===== src/rtl/sd_block_mover.sv =====
module sd_block_mover #(
  parameter int BLK_LEN  = 512,
  parameter int WAIT_MAX = 4096,
  parameter int BLKW     = 23,
  localparam int IW = (BLK_LEN > 1) ? $clog2(BLK_LEN) : 1,
  localparam int CW = (WAIT_MAX > 2) ? $clog2(WAIT_MAX) : 1
) (
  input  logic            clk,
  input  logic            rst_n,
  input  logic            start,
  input  logic            dir_wr,
  input  logic [BLKW-1:0] blk_num,
  output logic [31:0]     cmd_addr,
  output logic            x_req,
  output logic [7:0]      x_tx,
  input  logic            x_ack,
  input  logic [7:0]      x_rx,
  output logic            cs_n,
  output logic            rd_valid,
  input  logic            rd_ready,
  output logic [7:0]      rd_data,
  output logic [IW-1:0]   rd_idx,
  output logic            src_ready,
  input  logic            src_valid,
  input  logic [7:0]      src_data,
  output logic [IW-1:0]   src_idx,
  output logic            busy,
  output logic            done,
  output logic [1:0]      err
);
  typedef enum logic [3:0] {
    IDLE, HUNT, RDAT, PUSH, RCRC, WTOK, FETCH, WDAT, WCRC, RESP, BUSYW, TAIL
  } st_t;

  localparam logic [IW-1:0] LAST = IW'(BLK_LEN - 1);
  localparam logic [CW-1:0] CMAX = CW'(WAIT_MAX - 1);

  st_t           st;
  logic [IW-1:0] idx;
  logic [CW-1:0] cnt;
  logic [7:0]    wbyte;

  assign cmd_addr  = 32'(blk_num) << 9;
  assign busy      = (st != IDLE);
  assign cs_n      = (st == IDLE) || (st == TAIL);
  assign x_req     = !(st inside {IDLE, PUSH, FETCH});
  assign x_tx      = (st == WTOK) ? 8'hFE : (st == WDAT) ? wbyte : 8'hFF;
  assign rd_valid  = (st == PUSH);
  assign rd_idx    = idx;
  assign src_ready = (st == FETCH);
  assign src_idx   = idx;

  always_ff @(posedge clk) begin
    if (!rst_n) begin
      st      <= IDLE;
      idx     <= '0;
      cnt     <= '0;
      wbyte   <= 8'h00;
      rd_data <= 8'h00;
      done    <= 1'b0;
      err     <= 2'd0;
    end else begin
      done <= 1'b0;
      case (st)
        IDLE: if (start) begin
          st  <= dir_wr ? WTOK : HUNT;
          err <= 2'd0;
          idx <= '0;
          cnt <= '0;
        end
        HUNT: if (x_ack) begin
          if (x_rx == 8'hFE) begin
            st <= RDAT;
          end else if (cnt == CMAX) begin
            err <= 2'd3;
            st  <= TAIL;
          end else begin
            cnt <= cnt + 1'b1;
          end
        end
        RDAT: if (x_ack) begin
          rd_data <= x_rx;
          st      <= PUSH;
        end
        PUSH: if (rd_ready) begin
          if (idx == LAST) begin
            cnt <= '0;
            st  <= RCRC;
          end else begin
            idx <= idx + 1'b1;
            st  <= RDAT;
          end
        end
        RCRC: if (x_ack) begin
          if (cnt[0]) st <= TAIL;
          cnt <= cnt + 1'b1;
        end
        WTOK: if (x_ack) st <= FETCH;
        FETCH: if (src_valid) begin
          wbyte <= src_data;
          st    <= WDAT;
        end
        WDAT: if (x_ack) begin
          if (idx == LAST) begin
            cnt <= '0;
            st  <= WCRC;
          end else begin
            idx <= idx + 1'b1;
            st  <= FETCH;
          end
        end
        WCRC: if (x_ack) begin
          if (cnt[0]) begin
            cnt <= '0;
            st  <= RESP;
          end else begin
            cnt <= cnt + 1'b1;
          end
        end
        RESP: if (x_ack) begin
          if (x_rx[4:0] == 5'h05) begin
            st <= BUSYW;
          end else begin
            err <= (x_rx[4:0] == 5'h0B) ? 2'd1 : 2'd2;
            st  <= TAIL;
          end
        end
        BUSYW: if (x_ack) begin
          if (x_rx != 8'h00) begin
            st <= TAIL;
          end else if (cnt == CMAX) begin
            err <= 2'd3;
            st  <= TAIL;
          end else begin
            cnt <= cnt + 1'b1;
          end
        end
        TAIL: if (x_ack) begin
          done <= 1'b1;
          st   <= IDLE;
        end
        default: st <= IDLE;
      endcase
    end
  end
endmodule


===== config.mk =====
export PLATFORM = sky130hd
export DESIGN_NAME = sd_block_mover
export DESIGN_NICKNAME = d
export VERILOG_FILES = /design/src/rtl/sd_block_mover.sv
export SDC_FILE = /design/constraint.sdc
export NUM_CORES = 1
export LEC_CHECK = 0
export ABC_AREA = 0
export CORE_UTILIZATION = 40
export CTS_BUF_LIST = sky130_fd_sc_hd__clkbuf_16
export DETAILED_ROUTE_END_ITERATION = 8
export PLACE_DENSITY_LB_ADDON = 0.3
export SLEW_MARGIN = 5
export SYNTH_ARGS = -nofsm -noshare
export SYNTH_HDL_FRONTEND = slang
export SYNTH_SLANG_ARGS = --single-unit

===== constraint.sdc =====
create_clock -name clk -period 2.3 [get_ports clk]
set_clock_uncertainty 0.15 [all_clocks]
set_input_delay 0.575 -clock clk [delete_from_list [all_inputs] [get_ports clk]]
set_output_delay 0.575 -clock clk [all_outputs]
set_load 0.005 [all_outputs]

==> qor.txt <==
status - complete, but fails checks
failing checks - negative setup slack
area grow syn2layout - 46.82%
DIE WIDTH - 89.28 um
post-synthesis sequential area ratio - 28.91%
async set-or-reset flop fraction in the synthesized netlist - 0%
NetSw - 1.430 mW
Synth Warn # - 0
largest net degree at the start of global routing - 23
Critical R2R Capture - cnt[6]$_SDFFE_PN0P_
CP Capture Type - flop
Max Clock Freq - 0.4249 GHz
Cells after Synth - 391
number of global-route vias before repair - 2,948
Leakage Power - 1.783 nW
DR vias/cell - 5.417
Clk pwr share - 19.1%
Routed wire per std cell - 14.63 um
FF-to-FF path depth - 10
Mean Syn Cell Area - 7.792 um^2
register share of total power - 24.4%
Worst path most repeated cell - a211oi_2
Core ar. - 7292 um^2
GP Congestion - 0.8627
Total GRT Usage - 21.58%
slowest stage delay, CP - 0.49 ns
number of flops mapped to enable cells by yosys - 0
worst endpoint data arrival time - 2.41 ns
Hold Fails Final Rpt - 0
CP delay by family, top - simple AND/OR/NAND/NOR gates
min Tclk post-route - 2.353 ns
setup slack, reg-to-reg - -0.04 ns
share of layout cells above drive strength 1 - 28.14%
synth unique cells - 62
CTS max path bufs - 2
Critical-path top delay cell - or4_1
hold_buf cts - 0
initial antenna violation count - 0
Int Power - 2.306 mW
RSZ-0062 raised after global routing - yes
fillcell total - 649
Final Core Density - 61.34%
worst-path cell chain - clkdlybuf4s15_1 -> nor4_2 -> a211oi_2 -> a211oi_2 -> buf_4 -> nand3_4 -> or4_1 -> o211ai_1
drt initial violations - 211
io pins - 120
worst hold endpoint - wbyte[4]$_SDFFE_PN0P_
Overflow after GRT - 0
Max FO, Critical Path - 6
Req. time, crit path - 2.36 ns
root buffer cell - clkbuf_16
hold path startpoint - wbyte[4]$_SDFFE_PN0P_
TritonCTS buffer count - 5
clock-pin slew on the worst setup and hold paths - 0.07 ns
full die area - 7970 um^2
Residual DRC - 0
peak supply drop - 0.4346 mV
Skew-Pair Late Insertion Delay - 0.29 ns
Slew Limit Fails - 0
Synth Cell Area - 3047 um^2
hold depth - 2
Worst Path Buf+Inv - 2
Setup CP Type - in -> reg
Max Cap Viol - 0
Fin Setup TNS - -0.05346 ns
Core Rows - 31
first-pass GRT wire length - 13,500 um
ANT cells - 0
ys flop type - dfxtp_1
DRT antenna net count - 0
commonest non-fill, non-tap cell in the layout - buf_4
clock sinks - 44
Synth area leaders - dfxtp_1 29%, buf_4 10%, nand3_1 4.4%
Worst Hold Class - reg -> reg
Startpoint Class - input port
Tcrit/Tclk final - 102.3%
drt total wl - 8676 um
total number of vias - 3,212
CTS tree - yes
post-synthesis register bit count - 44
first-pass iteration count of the detailed router - 4
Synth area leader - dfxtp_1
combinational share of power - 56.5%
r2r startpoint - rd_idx[1]$_SDFFE_PN0P_
I/O Buffers - 64
CTS H-tree depth - 2
most frequent cells in the layout - 78 x buf_4, 42 x clkdlybuf4s50_1, 38 x dfxtp_1
final net count - 543
Finish-stage setup viols - 1
area share of the largest cell type after synthesis - 28.91%
Post-DP HPWL - 6298 um
PnR worst setup slack - -0.05346 ns
switch share - 38.28%
die height - 89.28 um
PwrDens - 835.2 nW/um^2
initial core utilization - 41.78%
state kept, by name, indices dropped and copies added, names as in the netlist:
signal	count
rd_data	8
done	1
st	4
cnt	12
rd_idx	9
wbyte	8
err	2
cell type report:
class,count,area (um^2),share of cell area [%]
sequential,44,903.4,20.20
clock inverter,3,22.52,0.5035
clock buffer,5,125.1,2.797
inverter,13,48.80,1.091
tap,99,123.9,2.769
multi-input combinational,281,1954,43.69
timing repair buffer,148,1295,28.95
per-stage QoR:
stage	cell area [um^2]	instances	total power, mW	worst slack [ns]	hold WS, ns
after CTS	4282	587	3.554	-0.1394	0.3107
after global placement	4015	572	2.724	-0.3916	0.2959
final	4473	593	3.736	-0.05346	0.3140
after floorplan	3123	399	1.999	0.05312	0.2891
after global routing	4473	593	3.964	-0.1347	0.3340
after detailed placement	4015	572	2.753	-0.5301	0.3017
kinds of logic (layout without fill, tap and decap cells):
| group | Yosys count | count (layout) | share of synthesized area, % |
|---|---|---|---|
| buf+inv | 74 | 169 | 14.91 |
| simple gates | 164 | 164 | 29.24 |
| compound gates | 86 | 86 | 19.51 |
| other cells | 1 | 9 | 0.1231 |
| xor+xnor | 7 | 7 | 2.012 |
| flops | 44 | 44 | 28.91 |
| mux | 11 | 11 | 3.655 |
| fa+ha+maj | 4 | 4 | 1.643 |
cells in the mapped netlist, drive strengths merged, types with 7 or more instances:
cell type  instances
buf               53
and3               8
nor2              22
o211ai            10
a21boi            11
nor2b             13
nand3             28
a21oi             12
dfxtp             44
inv               11
nor3              10
nand2             35
o21ai             21
mux2i             10
or3               10
a211oi             7
nand2b             7
clkbuf             8
power groups by stage:
stage	registers, mW	clock network [mW]	logic, mW
after CTS	0.901	0.726	1.93
after floorplan	0.883	0	1.12
after global placement	0.900	0	1.82
final	0.911	0.714	2.11
after detailed placement	0.902	0	1.85
after global routing	0.918	0.762	2.28
worst register-to-register path, stage by stage (launching register included):
cell and delay [ns]:
dfxtp_4 0.36, ha_4 0.14, nand2_4 0.06, nor3_4 0.12, ha_2 0.22, and3_4 0.20, o21ai_4 0.07, a21oi_4 0.22
nand3_4 0.14, or4_1 0.49, o211ai_1 0.10
per-layer routing:
metal	global-route usage [%]	wire, um
met2	38.10	4322
met3	4.155	476
met5	0	0
met4	5.916	175
met1	26.77	3701
worst max path at each step:
stage,slack [ns],start,endpoint,cells after the start
floorplan,0.05,x_ack,st[0]$_SDFFE_PN0P_,7
global placement,-0.39,x_ack,err[0]$_SDFFE_PN0P_,7
detailed placement,-0.53,x_rx[2],cnt[5]$_SDFFE_PN0P_,7
CTS,-0.14,st[0]$_SDFFE_PN0P_,src_ready,4
global route,-0.13,rd_idx[1]$_SDFFE_PN0P_,cnt[6]$_SDFFE_PN0P_,10
finish,-0.05,x_rx[4],cnt[6]$_SDFFE_PN0P_,8
timing repair:
item	CTS	global route
hold endpoints to repair	0	0
buffers inserted	7	6
pin swaps	6	15
resized for setup	49	42
setup endpoints to repair	32	33
Note: power is estimated with default switching activity, not from simulation.
